## src/rtl/pcs_rx_pkg.sv

```systemverilog
package pcs_rx_pkg;
  localparam int CG_W  = 5;
  localparam int NIB_W = 4;

  localparam logic [CG_W-1:0] CG_J    = 5'b11000;
  localparam logic [CG_W-1:0] CG_K    = 5'b10001;
  localparam logic [CG_W-1:0] CG_T    = 5'b01101;
  localparam logic [CG_W-1:0] CG_R    = 5'b00111;
  localparam logic [CG_W-1:0] CG_IDLE = 5'b11111;

  localparam logic [NIB_W-1:0] NIB_PREAMBLE = 4'b0101;
  localparam logic [NIB_W-1:0] NIB_BAD_SSD  = 4'b1110;

  typedef enum logic [2:0] {
    CK_DATA, CK_J, CK_K, CK_T, CK_R, CK_IDLE, CK_BAD
  } cg_kind_e;

  typedef enum logic [1:0] {
    ST_HUNT, ST_SAW_J, ST_FRAME, ST_SAW_T
  } rx_state_e;
endpackage

```

## src/rtl/pcs_rx_rst_sync.sv

```systemverilog
module pcs_rx_rst_sync #(
  parameter int STAGES = 2
) (
  input  logic clk,
  input  logic rst_n,
  output logic rst_n_sync
);
  logic [STAGES-1:0] chain_q;

  always_ff @(posedge clk or negedge rst_n) begin
    if (!rst_n) chain_q <= '0;
    else        chain_q <= {chain_q[STAGES-2:0], 1'b1};
  end

  assign rst_n_sync = chain_q[STAGES-1];
endmodule

```

## src/rtl/pcs_rx_cg_classify.sv

```systemverilog
module pcs_rx_cg_classify
  import pcs_rx_pkg::*;
(
  input  logic [CG_W-1:0]  cg,
  output cg_kind_e         kind,
  output logic [NIB_W-1:0] nibble
);
  always_comb begin
    kind   = CK_DATA;
    nibble = '0;
    unique case (cg)
      5'b11110: nibble = 4'h0;
      5'b01001: nibble = 4'h1;
      5'b10100: nibble = 4'h2;
      5'b10101: nibble = 4'h3;
      5'b01010: nibble = 4'h4;
      5'b01011: nibble = 4'h5;
      5'b01110: nibble = 4'h6;
      5'b01111: nibble = 4'h7;
      5'b10010: nibble = 4'h8;
      5'b10011: nibble = 4'h9;
      5'b10110: nibble = 4'hA;
      5'b10111: nibble = 4'hB;
      5'b11010: nibble = 4'hC;
      5'b11011: nibble = 4'hD;
      5'b11100: nibble = 4'hE;
      5'b11101: nibble = 4'hF;
      CG_J:     kind = CK_J;
      CG_K:     kind = CK_K;
      CG_T:     kind = CK_T;
      CG_R:     kind = CK_R;
      CG_IDLE:  kind = CK_IDLE;
      default:  kind = CK_BAD;
    endcase
  end
endmodule

```

## src/rtl/pcs_rx_frame_fsm.sv

```systemverilog
module pcs_rx_frame_fsm
  import pcs_rx_pkg::*;
(
  input  logic             clk,
  input  logic             rst_n,
  input  logic             en,
  input  cg_kind_e         kind,
  input  logic [NIB_W-1:0] nibble,
  output logic [NIB_W-1:0] rxd,
  output logic             rx_dv,
  output logic             rx_er
);
  rx_state_e        state_q, state_d;
  logic [NIB_W-1:0] rxd_q, rxd_d;
  logic             dv_q, dv_d, er_q, er_d;

  always_comb begin
    state_d = state_q;
    rxd_d   = '0;
    dv_d    = 1'b0;
    er_d    = 1'b0;
    unique case (state_q)
      ST_HUNT: begin
        if (kind == CK_J) begin
          state_d = ST_SAW_J;
          rxd_d   = NIB_PREAMBLE;
        end
      end
      ST_SAW_J: begin
        if (kind == CK_K) begin
          state_d = ST_FRAME;
          rxd_d   = NIB_PREAMBLE;
        end else begin
          state_d = ST_HUNT;
          rxd_d   = NIB_BAD_SSD;
          er_d    = 1'b1;
        end
      end
      ST_FRAME: begin
        unique case (kind)
          CK_DATA: begin
            rxd_d = nibble;
            dv_d  = 1'b1;
          end
          CK_T:    state_d = ST_SAW_T;
          CK_IDLE: begin
            state_d = ST_HUNT;
            er_d    = 1'b1;
          end
          default: begin
            dv_d = 1'b1;
            er_d = 1'b1;
          end
        endcase
      end
      ST_SAW_T: begin
        state_d = ST_HUNT;
        er_d    = (kind != CK_R);
      end
      default: state_d = ST_HUNT;
    endcase
  end

  always_ff @(posedge clk or negedge rst_n) begin
    if (!rst_n) begin
      state_q <= ST_HUNT;
      rxd_q   <= '0;
      dv_q    <= 1'b0;
      er_q    <= 1'b0;
    end else if (en) begin
      state_q <= state_d;
      rxd_q   <= rxd_d;
      dv_q    <= dv_d;
      er_q    <= er_d;
    end
  end

  assign rxd   = rxd_q;
  assign rx_dv = dv_q;
  assign rx_er = er_q;
endmodule

```

## src/rtl/pcs100_rx_decode.sv

```systemverilog
module pcs100_rx_decode
  import pcs_rx_pkg::*;
#(
  parameter int RST_STAGES = 2
) (
  input  logic             clk,
  input  logic             rst_n,
  input  logic             cg_en,
  input  logic [CG_W-1:0]  cg_in,
  output logic [NIB_W-1:0] rxd,
  output logic             rx_dv,
  output logic             rx_er
);
  logic             rst_n_core;
  cg_kind_e         cg_kind;
  logic [NIB_W-1:0] cg_nibble;

  pcs_rx_rst_sync #(.STAGES(RST_STAGES)) u_rst (
    .clk        (clk),
    .rst_n      (rst_n),
    .rst_n_sync (rst_n_core)
  );

  pcs_rx_cg_classify u_cls (
    .cg     (cg_in),
    .kind   (cg_kind),
    .nibble (cg_nibble)
  );

  pcs_rx_frame_fsm u_fsm (
    .clk    (clk),
    .rst_n  (rst_n_core),
    .en     (cg_en),
    .kind   (cg_kind),
    .nibble (cg_nibble),
    .rxd    (rxd),
    .rx_dv  (rx_dv),
    .rx_er  (rx_er)
  );
endmodule

```

## config.mk

```make
export PLATFORM = sky130hd
export DESIGN_NAME = pcs100_rx_decode
export DESIGN_NICKNAME = d
export VERILOG_FILES = /design/src/rtl/pcs_rx_pkg.sv /design/src/rtl/pcs_rx_rst_sync.sv /design/src/rtl/pcs_rx_cg_classify.sv /design/src/rtl/pcs_rx_frame_fsm.sv /design/src/rtl/pcs100_rx_decode.sv
export SDC_FILE = /design/constraint.sdc
export NUM_CORES = 1
export LEC_CHECK = 0
export BUFFER_PORTS_ARGS = -buffer_cell sky130_fd_sc_hd__buf_2
export CAP_MARGIN = 20
export CORE_AREA = 2 2 51 53
export CTS_BUF_LIST = sky130_fd_sc_hd__clkbuf_8 sky130_fd_sc_hd__clkbuf_16
export DETAILED_ROUTE_END_ITERATION = 10
export DIE_AREA = 0 0 53 55
export PLACE_DENSITY = 0.47
export SYNTH_ARGS = -nofsm -noshare
export SYNTH_HDL_FRONTEND = slang
export SYNTH_SLANG_ARGS = --single-unit
```

## constraint.sdc

```tcl
create_clock -name clk -period 0.8 [get_ports clk]
set_input_delay 0.16 -clock clk [delete_from_list [all_inputs] [get_ports clk]]
set_output_delay 0.16 -clock clk [all_outputs]
set_load 0.03 [all_outputs]
```

==> key figures, run 1 <==
Run status
  – Status: finished with violations
  – Failing checks: setup timing

Pwr
  – VDD IR max: 1730 uV
  – Share of total power in the clock network: 37.7%
  – Pwr Density: 1400 nW/um2
  – Reg power frac: 40.1%
  – Sw power: 373 uW
  – P_int: 1.01 mW
  – Logic pwr share: 22.2%
  – Leakage power: 0.439 nW
  – Switching share of total power: 26.9%

Critical path
  – Critical Path Start Type: register
  – CP Class: reg -> reg
  – Reg2reg path depth: 4
  – RR Startpoint: u_fsm.state_q[0]
  – Capture point of the worst reg-to-reg path: u_fsm.rxd[0]
  – WP data arrival: 1.34 ns
  – Crit Path Max Fanout: 5
  – Register-to-Register Setup Slack: -0.42 ns
  – CP endpoint kind: register
  – Required time worst endpoint: 0.91 ns

CTS
  – CTS Buf Count: 3
  – Clk_lat worst skew: 0.23 ns
  – CTS sink cnt: 10
  – CTS tree: built
  – Worst-path clk slew: 0.05 ns
  – CTS Buffer Depth: 2
  – Root Buffer: clkbuf_8
  – H-tree levels: 1

STA
  – Worst hold slack: 0.125 ns
  – PnR worst setup slack: -0.424 ns
  – Unrepaired setup endpoints after global routing: yes
  – Final clock skew: 0.000294 ns
  – Final hold viol count: 0
  – Setup TNS Final: -3.04 ns
  – Fraction of the cycle the final worst path needs: 153%
  – Min Tclk post-route: 1.22 ns
  – Fmax: 817 MHz
  – Slew Viols, Final: 0
  – Setup violators final: 14

Global route
  – Met3 Use GR: 4.30%
  – Antenna violations before repair: 0
  – Total track usage: 12.6%
  – Vias in the first global route: 616
  – Largest net degree at the start of global routing: 14
  – Overflow after GRT: 0
  – Met1 global-route usage: 14.8%
  – Met2 usage: 21.9%
  – Top Usage Layer GRT: met2
  – First-pass GRT wire length: 2.62 mm

Die
  – Core Region: 2360 um2
  – Die width: 53 um
  – Die area: 2920 um2
  – Row cnt: 18
  – Die Y: 55 um
  – Starting density of the core: 29.1%
  – I/O pin count: 14

Place
  – Placer congestion estimate: 0.770
  – Pre-CTS setup slack: -0.442 ns
  – Final HPWL DP: 1.16 mm
  – Placed insts: 121
  – PortBufs: 13

Finish
  – Non-Filler Instances: 131
  – Antenna Cells: 0
  – Post-layout nets: 110
  – Fill cells: 244
  – Area Overhead vs Synth: 44.4%
  – Layout cells sized above 1: 41.6%

Logic synthesis
  – Post-synth EDFFs: 0
  – Multiplexer area fraction after synthesis: 1.64%
  – Synthesized net count: 81
  – Top_reg_cell synth: dfrtp_1
  – Synth top area share: 36.4%
  – Adder-Cell Fraction of Synth Area: 0%
  – Synth area leader: dfrtp_1
  – Post-synthesis async set-or-reset flop share: 100%
  – Combinational family with the most area after synthesis: simple AND/OR/NAND/NOR gates
  – Simple-gate area share of the yosys netlist: 29.5%
  – Mapped Area: 688 um2
  – YS warnings: 0
  – Synth Area in Compound Gates: 18.2%
  – Synth cell count leaders: 10 x dfrtp_1, 6 x nand2_1, 5 x a21oi_1, 5 x nor2_1, 4 x inv_1
  – Synth area leaders: dfrtp_1 36%, buf_6 4.9%, a21oi_1 3.6%
  – Syn_area_per_cell: 9.43 um2
  – Seq/Total Area, Yosys: 36.4%
  – Top-count cell post-synth: dfrtp_1
  – Synthesis-stage register bit count: 10
  – Syn Inst Count: 73
  – Synth Area in XOR/XNOR: 3.82%
  – Synth cell types: 33

Routing
  – Vias: 632
  – Final antenna-violating net count: 0
  – Number of DRC markers in iteration 0: 3
  – DRT Wirelength: 1.65 mm
  – WL per Instance: 12.6 um
  – Initial DRT Pass Iterations: 2
  – Drt drc: 0
  – Vias/cell: 4.82

Job
  – Total of max-cap violations: 0

Hold path
  – Worst Hold Class: reg -> async
-- power by group through the flow --
stage	Clock, mW	Combinational (mW)	Sequential [mW]
2_1_floorplan	0	0.136	0.593
3_3_place_gp	0	0.249	0.561
3_5_place_dp	0	0.250	0.561
4_1_cts	0.548	0.283	0.557
5_1_grt	0.573	0.336	0.560
6_report	0.522	0.308	0.557
-- sequential cells by signal, summed over array words and instances (netlist names) --
| register | cells |
|---|---|
| u_fsm.rx_dv | 1 |
| u_fsm.rx_er | 1 |
| u_fsm.rxd | 4 |
| u_fsm.state_q | 2 |
| u_rst.chain_q | 2 |
-- critical path, stage by stage, from the launching register on --
cell	delay, ns
dfrtp_2	0.44
and3b_1	0.18
o21ai_1	0.12
o21ai_1	0.10
mux2_4	0.26
-- layer usage --
metal  part of all wire [%]  routed length, um
met4                    2.8                 46
met1                     45                743
met5                      0                  0
met2                     50                828
met3                    2.0                 33
-- area by class of cell --
class	instances	area, um2	share of cell area (%)
multi-input combinational	54	414	41.7
sequential	10	253	25.4
timing repair buffer	29	229	23.0
clock buffer	3	41.3	4.16
tap	30	37.5	3.78
inverter	4	15.0	1.51
clock inverter	1	3.75	0.378
-- cells in the final DEF (no fill, tap or decap), drive strengths merged, types with 2 or more instances in the layout --
master,n
a21boi,2
a21oi,5
a31oi,3
and3b,2
buf,28
clkbuf,3
dfrtp,10
inv,5
nand2,6
nand2b,4
nand4,2
nand4b,2
nor2,5
o21ai,5
o311ai,2
xnor2,2
-- kinds of logic after synthesis --
family	count (synthesis)
mux	1
flops	10
compound gates	20
other cells	1
simple gates	29
xor+xnor	3
buf+inv	9
-- how the worst max path moves through the flow --
stage,startpoint,to,slack (ns)
after floorplan,u_fsm.state_q[0],u_fsm.rxd[0],-0.34
after global placement,u_fsm.state_q[0],u_fsm.rxd[0],-0.45
after detailed placement,u_fsm.state_q[0],u_fsm.rxd[0],-0.44
after CTS,u_fsm.state_q[0],u_fsm.rxd[0],-0.43
after global routing,u_fsm.state_q[0],u_fsm.rxd[0],-0.47
final,u_fsm.state_q[0],u_fsm.rxd[0],-0.42
-- stage by stage --
step	power (mW)	instance area, um2	utilization [%]
after CTS	1.39	933	39.5
after floorplan	0.729	697	-
after global routing	1.47	993	42.0
final	1.39	993	42.0
after detailed placement	0.812	817	34.6
after global placement	0.810	817	34.6
-- repair_timing --
| action | CTS | global route |
|---|---|---|
| buffers inserted | 2 | 3 |
| resized for setup | 15 | 6 |
| pin swaps | 4 | 4 |
| hold buffers | 1 | 0 |
| endpoints found under the setup margin | 14 | 14 |
| hold endpoints to repair | 2 | 0 |
Note: power is estimated with default switching activity, not from simulation.
==> run 2, diff against run 1 <==
--- a/config.mk
+++ b/config.mk
@@ -7,11 +7,13 @@
 export LEC_CHECK = 0
 export BUFFER_PORTS_ARGS = -buffer_cell sky130_fd_sc_hd__buf_2
 export CAP_MARGIN = 20
+export CELL_PAD_IN_SITES_DETAIL_PLACEMENT = 1
+export CELL_PAD_IN_SITES_GLOBAL_PLACEMENT = 1
 export CORE_AREA = 2 2 51 53
 export CTS_BUF_LIST = sky130_fd_sc_hd__clkbuf_8 sky130_fd_sc_hd__clkbuf_16
 export DETAILED_ROUTE_END_ITERATION = 10
 export DIE_AREA = 0 0 53 55
-export PLACE_DENSITY = 0.47
+export PLACE_DENSITY = 0.59
 export SYNTH_ARGS = -nofsm -noshare
 export SYNTH_HDL_FRONTEND = slang
 export SYNTH_SLANG_ARGS = --single-unit
==> run 2 against run 1 <==
The flow still finishes with violations (setup timing). Sequential share of layout area shrank 0.13 points. Power grew 8.6%. Flip-flop and latch count stayed put. Register-to-register slack is essentially flat. Critical path type unchanged. Critical path depth stayed put. Final cell count up 1.5%. Clock power grew 24%. Worst setup slack got worse by 0.0035 ns. Core utilization rose by 0.21 points. Die area is the same. Combinational power is 2% lower. Global-route usage rose by 2.2 points.
==> key figures, run 2 (synthesis gave the netlist of run 1 again) <==
Run status
  – Status: finished with violations (unchanged)
  – Failing checks: setup timing (unchanged)

Job
  – Total of max-cap violations: 0 (unchanged)

Place
  – Final HPWL DP: 1.32 mm (was 1.16 mm)
  – Placed insts: 123 (was 121)
  – PortBufs: 13 (unchanged)
  – Cell Area, Placed: 832 um2 (was 817 um2)
  – Pre-CTS setup slack: -0.443 ns (was -0.442 ns)
  – Placer congestion estimate: 0.799 (was 0.770)

Critical path
  – Required time worst endpoint: 0.92 ns (was 0.91 ns)
  – Crit Path Max Fanout: 6 (was 5)
  – Capture point of the worst reg-to-reg path: u_fsm.rxd[0] (unchanged)
  – Worst-path cell chain: and3b_1, o21ai_1, o21ai_1, mux2_2 (was and3b_1, o21ai_1, o21ai_1, mux2_4)
  – Critical Path Start Type: register (unchanged)
  – Reg2reg path depth: 4 (unchanged)
  – RR Startpoint: u_fsm.state_q[0] (unchanged)
  – CP peak stage delay: 0.45 ns (was 0.44 ns)
  – Slowest stage cell on the critical path: dfrtp_2 (unchanged)
  – CP startpoint: u_fsm.state_q[0] (unchanged)
  – WP data arrival: 1.35 ns (was 1.34 ns)
  – Register-to-Register Setup Slack: -0.43 ns (was -0.42 ns)
  – CP Class: reg -> reg (unchanged)
  – CP endpoint: u_fsm.rxd[0] (unchanged)
  – Most used cell, CP: o21ai_1 (unchanged)
  – CP endpoint kind: register (unchanged)

STA
  – Final clock skew: 0.00266 ns (was 0.000294 ns)
  – Unrepaired setup endpoints after global routing: yes (unchanged)
  – Final hold viol count: 0 (unchanged)
  – Fmax: 815 MHz (was 817 MHz)
  – Worst hold slack: 0.132 ns (was 0.125 ns)
  – Min Tclk post-route: 1.23 ns (was 1.22 ns)
  – Slew Viols, Final: 0 (unchanged)
  – Setup violators final: 14 (unchanged)
  – PnR worst setup slack: -0.427 ns (was -0.424 ns)
  – Fraction of the cycle the final worst path needs: 153% (about the same)

Die
  – Core Region: 2360 um2 (unchanged)
  – Starting density of the core: 29.1% (unchanged)
  – Die width: 53 um (unchanged)
  – I/O pin count: 14 (unchanged)
  – Row cnt: 18 (unchanged)
  – Die area: 2920 um2 (unchanged)
  – Die Y: 55 um (unchanged)

Global route
  – Largest net degree at the start of global routing: 14 (unchanged)
  – Vias in the first global route: 672 (was 616)
  – Total track usage: 14.8% (was 12.6%)
  – Antenna violations before repair: 0 (unchanged)
  – Overflow after GRT: 0 (unchanged)
  – First-pass GRT wire length: 3.02 mm (was 2.62 mm)

CTS
  – Root Buffer: clkbuf_8 (unchanged)
  – Worst-path clk slew: 0.05 ns (about the same)
  – CTS Buffer Depth: 2 (unchanged)
  – CTS sink cnt: 10 (unchanged)
  – H-tree levels: 1 (unchanged)
  – CTS Buf Count: 3 (unchanged)
  – CTS tree: built (unchanged)
  – Clk_lat worst skew: 0.24 ns (was 0.23 ns)

Pwr
  – Leakage power: 0.450 nW (was 0.439 nW)
  – VDD IR max: 1130 uV (was 1730 uV)
  – Pwr Density: 1510 nW/um2 (was 1400 nW/um2)

Routing
  – Number of DRC markers in iteration 0: 9 (was 3)
  – DRT Wirelength: 1.77 mm (was 1.65 mm)
  – WL per Instance: 13.3 um (was 12.6 um)
  – Vias: 647 (was 632)
  – Initial DRT Pass Iterations: 4 (was 2)
  – Vias/cell: 4.86 (was 4.82)
  – Final antenna-violating net count: 0 (unchanged)
  – Drt drc: 0 (unchanged)

Finish
  – Antenna Cells: 0 (unchanged)
  – Largest register FFs: 4 (unchanged)
  – Post-layout nets: 112 (was 110)
  – Area Overhead vs Synth: 45.1% (was 44.4%)
  – Layout cells sized above 1: 40.8% (was 41.6%)
  – Finished Cell Area: 998 um2 (was 993 um2)
  – Non-Filler Instances: 133 (was 131)
  – Commonest non-fill, non-tap cell in the layout: buf_4 (unchanged)
  – Final core utilization: 42.2% (was 42.0%)
  – Most frequent cells in the layout: 15 x buf_4, 8 x buf_6, 8 x dfrtp_1, 7 x buf_2, 6 x nand2_1 (was 14 x buf_4, 8 x dfrtp_1, 7 x buf_2, 7 x buf_6, 6 x nand2_1)

Hold path
  – Worst Hold Class: reg -> async (unchanged)
run 2: routing by layer:
layer / part of all wire (%) / track usage, % / vias to the layer above
met5: 0 / 0 / -
met4: 0 / 3.85 / 0
met3: 3.2 / 5.91 / 0
met2: 53 / 26.7 / 8
met1: 44 / 16.3 / 322
li1: - / - / 317
run 2: repair_timing:
action,CTS,global route
endpoints found under the hold margin,2,0
resized for setup,17,1
setup buffers,3,2
cloned,0,0
endpoints found under the setup margin,14,14
pin swaps,2,2
hold buffers,1,0
run 2: worst max-delay path, delay by kind of cell (launching register included):
family	cells	cell delay, ns
compound gates	2	0.21
flops	1	0.45
simple gates	1	0.18
mux	1	0.26
run 2: per-stage QoR:
| step | total power [mW] | TNS, ns |
|---|---|---|
| 2_1_floorplan | 0.729 | -1.28 |
| 3_3_place_gp | 0.817 | -2.53 |
| 3_5_place_dp | 0.824 | -2.55 |
| 4_1_cts | 1.52 | -2.96 |
| 5_1_grt | 1.59 | -3.75 |
| 6_report | 1.51 | -3.06 |
run 2: final cells by class:
type | instances | area, um2
Tap cell | 30 | 37.5
Inverter | 4 | 15.0
Clock buffer | 4 | 55.1
Multi-Input combinational cell | 54 | 390
Sequential cell | 10 | 253
Timing Repair Buffer | 31 | 248
Fill cell | 291 | 1370
run 2: power breakdown:
part           leakage [nW]  switching (mW)  total [mW]  internal (mW)
combinational         0.295           0.155       0.301          0.146
clock                0.0288           0.212       0.646          0.434
sequential            0.127          0.0260       0.558          0.532
total                 0.450           0.394        1.51           1.11
run 2: worst min-delay path by stage:
stage	start	slack, ns	cells after the start	end
floorplan	rst_n	-0.14	0	u_rst.chain_q[0]
global placement	rst_n	-0.06	1	u_rst.chain_q[1]
detailed placement	rst_n	-0.05	1	u_rst.chain_q[0]
CTS	u_rst.chain_q[1]	0.14	0	u_fsm.rxd[1]
global route	u_rst.chain_q[1]	0.16	0	u_fsm.rx_er
finish	u_rst.chain_q[1]	0.13	0	u_fsm.rxd[0]
==> run 3, diff against run 2 <==
==> constraint.sdc (replaced) <==
create_clock -name clk -period 0.8 [get_ports clk]
set_input_delay 0.16 -clock clk [delete_from_list [all_inputs] [get_ports clk]]
set_output_delay 0.16 -clock clk [all_outputs]
set_load 0.1 [all_outputs]
==> run 3 against run 2 <==
Final cell count is 1.5% lower. The flow still finishes with violations (setup timing). Die area stayed put. Clock power is 4.2% higher. Combinational power is 50% higher. Critical endpoint unchanged. Final area is 12% higher. Hold slack worse by 0.0032 ns.
==> key figures, run 3 (synthesis gave the netlist of run 1 again) <==
Finish
  – Register Area: 275 um2 (was 253 um2)
  – Largest register FFs: 4 (unchanged)
  – Layout cells sized above 1: 54.5% (was 40.8%)
  – Post-layout nets: 110 (was 112)
  – Finished Cell Area: 1120 um2 (was 998 um2)
  – Most frequent cells in the layout: 14 x buf_4, 7 x buf_2, 6 x buf_12, 6 x dfrtp_4, 5 x nand2_1 (was 15 x buf_4, 8 x buf_6, 8 x dfrtp_1, 7 x buf_2, 6 x nand2_1)
  – Antenna Cells: 0 (unchanged)
  – Fill cells: 271 (was 291)
  – Area occupied by multi-input gates: 454 um2 (was 390 um2)
  – Commonest non-fill, non-tap cell in the layout: buf_4 (unchanged)
  – Area Overhead vs Synth: 62.5% (was 45.1%)

Routing
  – Drt drc: 0 (unchanged)
  – Final antenna-violating net count: 0 (unchanged)
  – WL per Instance: 15.9 um (was 13.3 um)
  – Number of DRC markers in iteration 0: 4 (was 9)
  – DRT Wirelength: 2.08 mm (was 1.77 mm)
  – Vias/cell: 5.05 (was 4.86)
  – Initial DRT Pass Iterations: 3 (was 4)
  – Vias: 662 (was 647)

STA
  – Slew Viols, Final: 0 (unchanged)
  – Setup TNS Final: -4.04 ns (was -3.06 ns)
  – Setup violators final: 14 (unchanged)
  – Final clock skew: 0.0108 ns (was 0.00266 ns)
  – Min Tclk post-route: 1.19 ns (was 1.23 ns)
  – Fmax: 844 MHz (was 815 MHz)
  – Fraction of the cycle the final worst path needs: 148% (was 153%)
  – PnR worst setup slack: -0.385 ns (was -0.427 ns)
  – Final hold viol count: 0 (unchanged)
  – Unrepaired setup endpoints after global routing: yes (unchanged)

Run status
  – Status: finished with violations (unchanged)
  – Failing checks: setup timing (unchanged)

Critical path
  – Capture point of the worst reg-to-reg path: u_fsm.rxd[0] (unchanged)
  – RR Startpoint: u_fsm.state_q[0] (unchanged)
  – Crit Path Max Fanout: 4 (was 6)
  – Register-to-Register Setup Slack: -0.39 ns (was -0.43 ns)
  – Reg2reg path depth: 4 (unchanged)
  – WP data arrival: 1.32 ns (was 1.35 ns)
  – Required time worst endpoint: 0.94 ns (was 0.92 ns)
  – CP endpoint kind: register (unchanged)
  – CP Class: reg -> reg (unchanged)
  – CP startpoint: u_fsm.state_q[0] (unchanged)
  – Critical Path Start Type: register (unchanged)

CTS
  – Root Buffer: clkbuf_8 (unchanged)
  – H-tree levels: 1 (unchanged)
  – Worst-path clk slew: 0.06 ns (was 0.05 ns)
  – CTS Buf Count: 3 (unchanged)
  – CTS tree: built (unchanged)
  – CTS Buffer Depth: 2 (unchanged)
  – CTS sink cnt: 10 (unchanged)
  – Clk_lat worst skew: 0.25 ns (was 0.24 ns)

Die
  – Die area: 2920 um2 (unchanged)
  – Die width: 53 um (unchanged)
  – Core Region: 2360 um2 (unchanged)
  – I/O pin count: 14 (unchanged)
  – Row cnt: 18 (unchanged)
  – Die Y: 55 um (unchanged)
  – Starting density of the core: 29.1% (unchanged)

Job
  – Total of max-cap violations: 0 (unchanged)

Pwr
  – Pwr Density: 1520 nW/um2 (was 1510 nW/um2)
  – Leakage power: 0.456 nW (was 0.450 nW)
  – VDD IR max: 1370 uV (was 1130 uV)

Global route
  – Overflow after GRT: 0 (unchanged)
  – Antenna violations before repair: 0 (unchanged)
  – Largest net degree at the start of global routing: 15 (was 14)
  – Total track usage: 16.2% (was 14.8%)
  – Vias in the first global route: 645 (was 672)
  – First-pass GRT wire length: 3.27 mm (was 3.02 mm)

Place
  – Placer congestion estimate: 0.821 (was 0.799)
  – Cell Area, Placed: 937 um2 (was 832 um2)
  – PortBufs: 13 (unchanged)
  – Final HPWL DP: 1.37 mm (was 1.32 mm)

Hold path
  – Worst Hold Class: reg -> async (unchanged)
## run 3: critical path, cell delays in order, from the launching register on
cell and delay, ns:
dfrtp_2 0.44, and3b_1 0.18, o21ai_1 0.12, o21ai_1 0.08, mux2_4 0.26
## run 3: final cells by class
class,count,share of cell area (%)
Timing Repair Buffer,29,25.2
Tap cell,30,3.36
Sequential cell,10,24.6
Clock buffer,4,4.92
Multi-Input combinational cell,54,40.6
Inverter,4,1.34
## run 3: routing by layer
layer / vias to the layer above / wire length (um) / part of all wire [%] / GRT usage, %
met3: 7 / 74 / 3.6 / 3.76
li1: 321 / - / - / -
met5: - / 0 / 0 / 0
met4: 0 / 51 / 2.5 / 8.97
met2: 11 / 1040 / 50 / 25.2
met1: 323 / 914 / 44 / 20.7
## run 3: what timing repair did
| item | CTS | global route |
|---|---|---|
| hold buffers | 1 | 0 |
| setup buffers | 2 | 2 |
| pin swaps | 5 | 3 |
| hold endpoints to repair | 2 | 0 |
| resized for setup | 11 | 7 |
| setup endpoints to repair | 14 | 14 |
## run 3: per-stage QoR
step	hold WS [ns]	total power, mW	worst slack (ns)	utilization [%]	std cells
2_1_floorplan	-0.136	0.835	-0.342	-	73
3_3_place_gp	-0.0550	0.982	-0.395	39.6	122
3_5_place_dp	-0.0536	0.989	-0.435	39.6	122
4_1_cts	0.150	1.69	-0.376	45.2	129
5_1_grt	0.169	1.75	-0.465	47.3	131
6_report	0.129	1.70	-0.385	47.3	131
## run 3: how the worst max path moves through the flow
stage | to | slack, ns | cells after the start
6_report | u_fsm.rxd[0] | -0.39 | 4
4_1_cts | u_fsm.rxd[0] | -0.38 | 4
2_1_floorplan | u_fsm.rxd[0] | -0.34 | 4
3_5_place_dp | u_fsm.rxd[2] | -0.43 | 4
5_1_grt | u_fsm.rxd[2] | -0.46 | 4
3_3_place_gp | u_fsm.rxd[2] | -0.39 | 4
## run 3: where the power goes
| group | internal [mW] | switching (mW) | total (mW) |
|---|---|---|---|
| Sequential | 0.543 | 0.0327 | 0.575 |
| Clock | 0.435 | 0.238 | 0.673 |
| Combinational | 0.183 | 0.270 | 0.453 |
| Total | 1.16 | 0.541 | 1.70 |
